[config.mk]
export PLATFORM = sky130hd
export DESIGN_NAME = flash_pwr_seq
export DESIGN_NICKNAME = d
export VERILOG_FILES = /design/src/rtl/flash_pwr_pkg.sv /design/src/rtl/rp_qualifier.sv /design/src/rtl/pwr_fsm.sv /design/src/rtl/recovery_timer.sv /design/src/rtl/flash_pwr_seq.sv
export SDC_FILE = /design/constraint.sdc
export NUM_CORES = 1
export LEC_CHECK = 0
export ABC_CLOCK_PERIOD_IN_PS = 1700
export BUFFER_PORTS_ARGS = -buffer_cell sky130_fd_sc_hd__buf_2
export CORE_MARGIN = 4
export CORE_UTILIZATION = 40
export DETAILED_ROUTE_END_ITERATION = 16
export PLACE_DENSITY_LB_ADDON = 0.25
export SYNTH_ARGS = -nofsm -noshare
export SYNTH_HDL_FRONTEND = slang
export SYNTH_HIERARCHICAL = 1
export SYNTH_SLANG_ARGS = --single-unit
[constraint.sdc]
create_clock -name clk -period 1.7 [get_ports clk]
set_input_delay 0.255 -clock clk [delete_from_list [all_inputs] [get_ports clk]]
set_output_delay 0.255 -clock clk [all_outputs]
set_load 0.005 [all_outputs]
[src/rtl/flash_pwr_pkg.sv]
package flash_pwr_pkg;
  typedef enum logic [1:0] {
    ST_ACTIVE = 2'd0,
    ST_ABORT  = 2'd1,
    ST_PWRDN  = 2'd2
  } pwr_state_e;
endpackage

[src/rtl/rp_qualifier.sv]
module rp_qualifier #(
  parameter int T_PULSE = 4
) (
  input  logic clk,
  input  logic rst,
  input  logic rp_n,
  output logic rp_low,
  output logic rp_qual
);
  localparam int CW = $clog2(T_PULSE + 1);

  logic          sync1;
  logic [CW-1:0] cnt;

  // two-flop synchronizer, resets to "reset asserted"
  always_ff @(posedge clk) begin
    if (rst) begin
      sync1  <= 1'b1;
      rp_low <= 1'b1;
    end else begin
      sync1  <= ~rp_n;
      rp_low <= sync1;
    end
  end

  // low-level qualification counter
  always_ff @(posedge clk) begin
    if (rst || !rp_low) begin
      cnt     <= '0;
      rp_qual <= 1'b0;
    end else begin
      if (cnt != CW'(T_PULSE - 1)) cnt <= cnt + 1'b1;
      rp_qual <= rp_qual || (cnt == CW'(T_PULSE - 1));
    end
  end

  // qualification collapses as soon as the synchronized level is high
  assert_qual_drop_R4: assert property (@(posedge clk) disable iff (rst)
    !rp_low |=> !rp_qual);
endmodule

[src/rtl/pwr_fsm.sv]
module pwr_fsm
  import flash_pwr_pkg::*;
#(
  parameter int T_ABORT = 6
) (
  input  logic clk,
  input  logic rst,
  input  logic pe_busy,
  input  logic rp_low,
  input  logic rp_qual,
  output logic active,
  output logic pwrdn,
  output logic abort_req,
  output logic cui_reset,
  output logic wake_pulse
);
  localparam int AW = $clog2(T_ABORT + 1);
  localparam int KW = $clog2(T_ABORT + 2);

  pwr_state_e    st, nxt;
  logic [AW-1:0] acnt;
  logic          wake;

  always_comb begin
    nxt  = st;
    wake = 1'b0;
    case (st)
      ST_ACTIVE: if (rp_qual) nxt = pe_busy ? ST_ABORT : ST_PWRDN;
      ST_ABORT: begin
        if (acnt == AW'(T_ABORT - 1)) begin
          if (rp_low) nxt = ST_PWRDN;
          else begin
            nxt  = ST_ACTIVE;
            wake = 1'b1;
          end
        end
      end
      ST_PWRDN: begin
        if (!rp_low) begin
          nxt  = ST_ACTIVE;
          wake = 1'b1;
        end
      end
      default: nxt = ST_PWRDN;
    endcase
  end

  always_ff @(posedge clk) begin
    if (rst) begin
      st         <= ST_PWRDN;
      acnt       <= '0;
      active     <= 1'b0;
      pwrdn      <= 1'b1;
      abort_req  <= 1'b0;
      cui_reset  <= 1'b1;
      wake_pulse <= 1'b0;
    end else begin
      st         <= nxt;
      acnt       <= (st == ST_ABORT) ? acnt + 1'b1 : '0;
      active     <= (nxt == ST_ACTIVE);
      pwrdn      <= (nxt == ST_PWRDN);
      abort_req  <= (nxt == ST_ABORT);
      cui_reset  <= (nxt != ST_ACTIVE);
      wake_pulse <= wake;
    end
  end

  // independent length counter for the abort phase
  logic [KW-1:0] chk_len;
  always_ff @(posedge clk) begin
    if (rst) chk_len <= '0;
    else     chk_len <= abort_req ? chk_len + 1'b1 : '0;
  end

  // abort phase lasts exactly T_ABORT cycles
  assert_abort_len_R8: assert property (@(posedge clk) disable iff (rst)
    (!abort_req && $past(abort_req)) |-> (chk_len == KW'(T_ABORT)));
  assert_abort_bound_R8: assert property (@(posedge clk) disable iff (rst)
    abort_req |-> (chk_len < KW'(T_ABORT)));
  // command interface held in reset during the abort
  assert_abort_cui_R8: assert property (@(posedge clk) disable iff (rst)
    abort_req |-> cui_reset);
  // wake pulse is a single cycle
  assert_wake_single_R6: assert property (@(posedge clk) disable iff (rst)
    wake_pulse |=> !wake_pulse);
endmodule

[src/rtl/recovery_timer.sv]
module recovery_timer #(
  parameter int DELAY = 5
) (
  input  logic clk,
  input  logic rst,
  input  logic hold,
  output logic ready
);
  localparam int CW = $clog2(DELAY + 1);

  logic [CW-1:0] cnt;

  always_ff @(posedge clk) begin
    if (rst || hold) begin
      cnt   <= '0;
      ready <= 1'b0;
    end else if (!ready) begin
      cnt   <= cnt + 1'b1;
      ready <= (cnt == CW'(DELAY - 1));
    end
  end

  // cycles since hold was released, saturating
  logic [CW:0] age;
  always_ff @(posedge clk) begin
    if (rst || hold)             age <= '0;
    else if (age != {(CW+1){1'b1}}) age <= age + 1'b1;
  end

  // no readiness while held in power-down/abort
  assert_hold_clear_R5: assert property (@(posedge clk) disable iff (rst)
    hold |=> !ready);
  // readiness appears exactly DELAY cycles after release
  assert_delay_exact_R7: assert property (@(posedge clk) disable iff (rst)
    $rose(ready) |-> (age == (CW+1)'(DELAY)));
endmodule

[src/rtl/flash_pwr_seq.sv]
module flash_pwr_seq #(
  parameter int T_PULSE = 4,
  parameter int T_ABORT = 6,
  parameter int T_RD    = 5,
  parameter int T_WR    = 9
) (
  input  logic clk,
  input  logic rst,
  input  logic ce_n,
  input  logic oe_n,
  input  logic rp_n,
  input  logic pe_busy,
  output logic out_drv_en,
  output logic standby,
  output logic abort_req,
  output logic cui_reset,
  output logic sr_preset,
  output logic status_ready,
  output logic rd_ready,
  output logic wr_ready
);
  localparam int NTMR = 2;

  logic            rp_low, rp_qual;
  logic            active, pwrdn;
  logic [NTMR-1:0] ready_vec;

  rp_qualifier #(.T_PULSE(T_PULSE)) u_qual (
    .clk     (clk),
    .rst     (rst),
    .rp_n    (rp_n),
    .rp_low  (rp_low),
    .rp_qual (rp_qual)
  );

  pwr_fsm #(.T_ABORT(T_ABORT)) u_fsm (
    .clk        (clk),
    .rst        (rst),
    .pe_busy    (pe_busy),
    .rp_low     (rp_low),
    .rp_qual    (rp_qual),
    .active     (active),
    .pwrdn      (pwrdn),
    .abort_req  (abort_req),
    .cui_reset  (cui_reset),
    .wake_pulse (sr_preset)
  );

  for (genvar g = 0; g < NTMR; g++) begin : g_tmr
    localparam int DLY = (g == 0) ? T_RD : T_WR;
    recovery_timer #(.DELAY(DLY)) u_tmr (
      .clk   (clk),
      .rst   (rst),
      .hold  (!active),
      .ready (ready_vec[g])
    );
  end

  assign rd_ready = ready_vec[0];
  assign wr_ready = ready_vec[1];

  always_ff @(posedge clk) begin
    if (rst) begin
      out_drv_en   <= 1'b0;
      standby      <= 1'b0;
      status_ready <= 1'b0;
    end else begin
      out_drv_en   <= active && !ce_n && !oe_n;
      standby      <= pwrdn || (active && ce_n && !pe_busy);
      status_ready <= !pe_busy || pwrdn;
    end
  end

  // output enable high tri-states the drivers
  assert_oe_hiz_R1: assert property (@(posedge clk) disable iff (rst)
    oe_n |=> !out_drv_en);
  // deselect tri-states the drivers regardless of oe_n
  assert_ce_hiz_R2: assert property (@(posedge clk) disable iff (rst)
    ce_n |=> !out_drv_en);
  // no standby while an operation runs
  assert_busy_active_R3: assert property (@(posedge clk) disable iff (rst)
    (active && pe_busy) |=> !standby);
  // preset cycle precedes any read readiness
  assert_preset_first_R7: assert property (@(posedge clk) disable iff (rst)
    sr_preset |-> (!rd_ready && !wr_ready));
  // no drivers while powered down
  assert_pwrdn_hiz_R10: assert property (@(posedge clk) disable iff (rst)
    pwrdn |=> !out_drv_en);
endmodule

==> results_dict.tcl <==
set metrics [dict create \
    status "finished clean" \
    dp_hpwl_mm 1.416 \
    synth_edf_count 0 \
    cp_data_arrival_time_ps 1820 \
    nNetsFinal 151 \
    path_class "reg2reg" \
    fmaxAchievable_mhz 631.4 \
    ys_seq_elements 28 \
    critPathCaptureType "flop" \
    routedWlPerCell_um 11.67 \
    worst_pin_slew_ps 522.4 \
    post_cts_buffers 0 \
    num_io_pins 14 \
    placedCellCount 159 \
    first_global_vias 787 \
    holdCritPathClass "in2reg" \
    synth_area_per_cell_um2 10.55 \
    overflow 0 \
    ctsHoldBuffers 0 \
    drc_errors 0 \
    worstPathRequired_ps 1930 \
    antenna_cells 0 \
    synth-async-reset-ratio 0 \
    critical_path.max_fanout 6 \
    fin_skew_ps 7.299 \
    p_per_area_mw_per_mm2 891.3 \
    synth.yosys.seq_area_share 0.4662 \
    syn-cell-area_mm2 0.001202 \
    antenna_found_initial 0 \
    vdd_drop_max_v 0.0004405 \
    first_pass_iters 4 \
    synth_nets 132 \
    rsz0062_at_grt "no" \
    finalPower_mw 1.203 \
    slew_viol_final 0 \
    setup_ws_ps 116.2 \
    grt_max_degree 16 \
    yosys_warnings 6 \
    first_iter_violations 17 \
    netlist_instances 114 \
    via_per_inst 4.871 \
    max-cap-violations 0 \
    cts_root_buffer "clkbuf_4" \
    hold_viol 0 \
    setup_violations 0 \
    grt_pass1_wl_mm 3.263 \
    cts_buffers 3 \
    fin_crit_sh 0.9316 \
    post_cts_resized 0 \
    fp.dieH_um 62.83 \
    area_delta_synth_final_pct 12.28 \
    cts_tree "yes" \
    ant_nets 0 \
    crit_chain "inv_1, ha_1, and2_2, a221oi_4, and3b_1" \
    path_buf_inv 1 \
    rows 19 \
    gp_congestion 0.7449 \
    grt_usage 0.1018 \
    crit_family "flip-flops" \
    stdcell_count 163 \
    start_util 0.4286 \
    place_ws_ps 148.9 \
    cts_max_level 1 \
    leakage_nw 0.5887 \
    finalWirelength_mm 1.903 \
    synth_ff_type "dfxtp_1" \
    num_vias 794 \
    synth.distinct_cells 33 \
    fin_util 0.4813 \
    cts_buffer_depth 2 \
    timing.setup.tns_ps 0 \
    die_w_um 62.83 \
    cts_sinks 28 \
    core_mm2 0.002805 \
    crit_slowest_cell "dfxtp_1" \
    dieArea_mm2 0.003947 \
    clk_pin_slew_worst_paths_ps 150 \
    clkLatencyLatePin_ps 320 \
    period_minus_slack_ps 1584 \
    cp-start-kind "flop" \
    drive_above_1_share 0.2121 \
    maxSlewHeadroom 0.6481 \
    nFillCells 273 \
    io_buffers 13 \
    cp_slowest_stage_delay_ps 430 \
]
synth_stat cells (all sizes together) (2+ instances only):
master,count,area [um2]
nor3,4,30.03
nand2,3,11.26
dfxtp,28,560.5
a21oi,3,15.01
xnor2,3,26.28
ha,12,150.1
a31oi,2,12.51
nand2b,3,26.27
or2,4,25.02
nor2,13,48.80
xor2,4,35.03
nor2b,3,21.27
mux2i,3,30.03
inv,11,41.29
and3,4,25.02
sequential cells by signal, summed over array words and instances (netlist names), 2 cells and up:
name / count
u_fsm/st: 2
g_tmr.u_tmr/cnt: 7
u_qual/cnt: 3
u_fsm/acnt: 3
g_tmr.u_tmr/ready: 2
worst reg2reg max path: stages, from the launching register on:
cell and delay, ps:
dfxtp_1 430, inv_1 90, ha_1 230, and2_2 200
a221oi_4 340, and3b_1 220
final cells by class:
| cell class | count | area [um2] | area share |
|---|---|---|---|
| Clock buffer | 4 | 36.28 | 0.02688 |
| Timing Repair Buffer | 14 | 72.57 | 0.05375 |
| Tap cell | 31 | 38.79 | 0.02873 |
| Sequential cell | 28 | 560.5 | 0.4152 |
| Multi-Input combinational cell | 75 | 600.6 | 0.4449 |
| Inverter | 11 | 41.29 | 0.03058 |
cell families (layout without fill, tap and decap cells):
family          after synthesis  after routing  synth area share
simple gates                 41             41            0.2050
compound gates               11             11           0.08116
mux                           4              4           0.03746
buf+inv                      11             29           0.03434
xor+xnor                      7              7           0.05099
flops                        28             28            0.4662
fa+ha+maj                    12             12            0.1249
metrics by stage:
step	cell area [um2]	hold slack [ps]
3_3_place_gp	1314	394.3
5_1_grt	1350	57.83
2_1_floorplan	1202	320.8
3_5_place_dp	1314	398.2
4_1_cts	1350	61.66
6_report	1350	78.04
power breakdown:
group | leakage (nW) | total, mW | internal (mW) | switching, mW
Sequential | 0.229 | 0.725 | 0.700 | 0.0249
Combinational | 0.339 | 0.161 | 0.0745 | 0.0869
Clock | 0.0210 | 0.317 | 0.131 | 0.186
worst paths after layout:
path                endpoint  depth (start not counted)          from  slack [ps]
max reg2reg  u_fsm/abort_req                          5   u_fsm/st[1]         120
max          u_fsm/abort_req                          5   u_fsm/st[1]         120
min               out_drv_en                          2          oe_n          80
min reg2reg    u_qual/rp_low                          1  u_qual/sync1         420
per-layer routing:
metal | up-vias | GRT usage | part of all wire
li1 | 414 | - | -
met1 | 367 | 0.1120 | 0.48
met2 | 11 | 0.1798 | 0.47
met3 | 2 | 0.02698 | 0.040
met4 | 0 | 0.04959 | 0.010
met5 | - | 0 | 0
placed cells by master (no fill, tap or decap), drive strengths merged:
cell type / Yosys / routed
a211oi: 1 / 1
a21boi: 1 / 1
a21oi: 3 / 3
a221oi: 1 / 1
a2bb2oi: 1 / 1
a311oi: 1 / 1
a31oi: 2 / 2
and2: 1 / 1
and3: 4 / 4
and3b: 1 / 1
buf: 0 / 14
clkbuf: 0 / 4
dfxtp: 28 / 28
ha: 12 / 12
inv: 11 / 11
mux2: 1 / 1
mux2i: 3 / 3
nand2: 3 / 3
nand2b: 3 / 3
nand3: 1 / 1
nand3b: 1 / 1
nand4b: 1 / 1
nor2: 13 / 13
nor2b: 3 / 3
nor3: 4 / 4
nor4: 1 / 1
nor4b: 1 / 1
o21ai: 1 / 1
or2: 4 / 4
xnor2: 3 / 3
xor2: 4 / 4
Power figures use the tool's default switching activity.
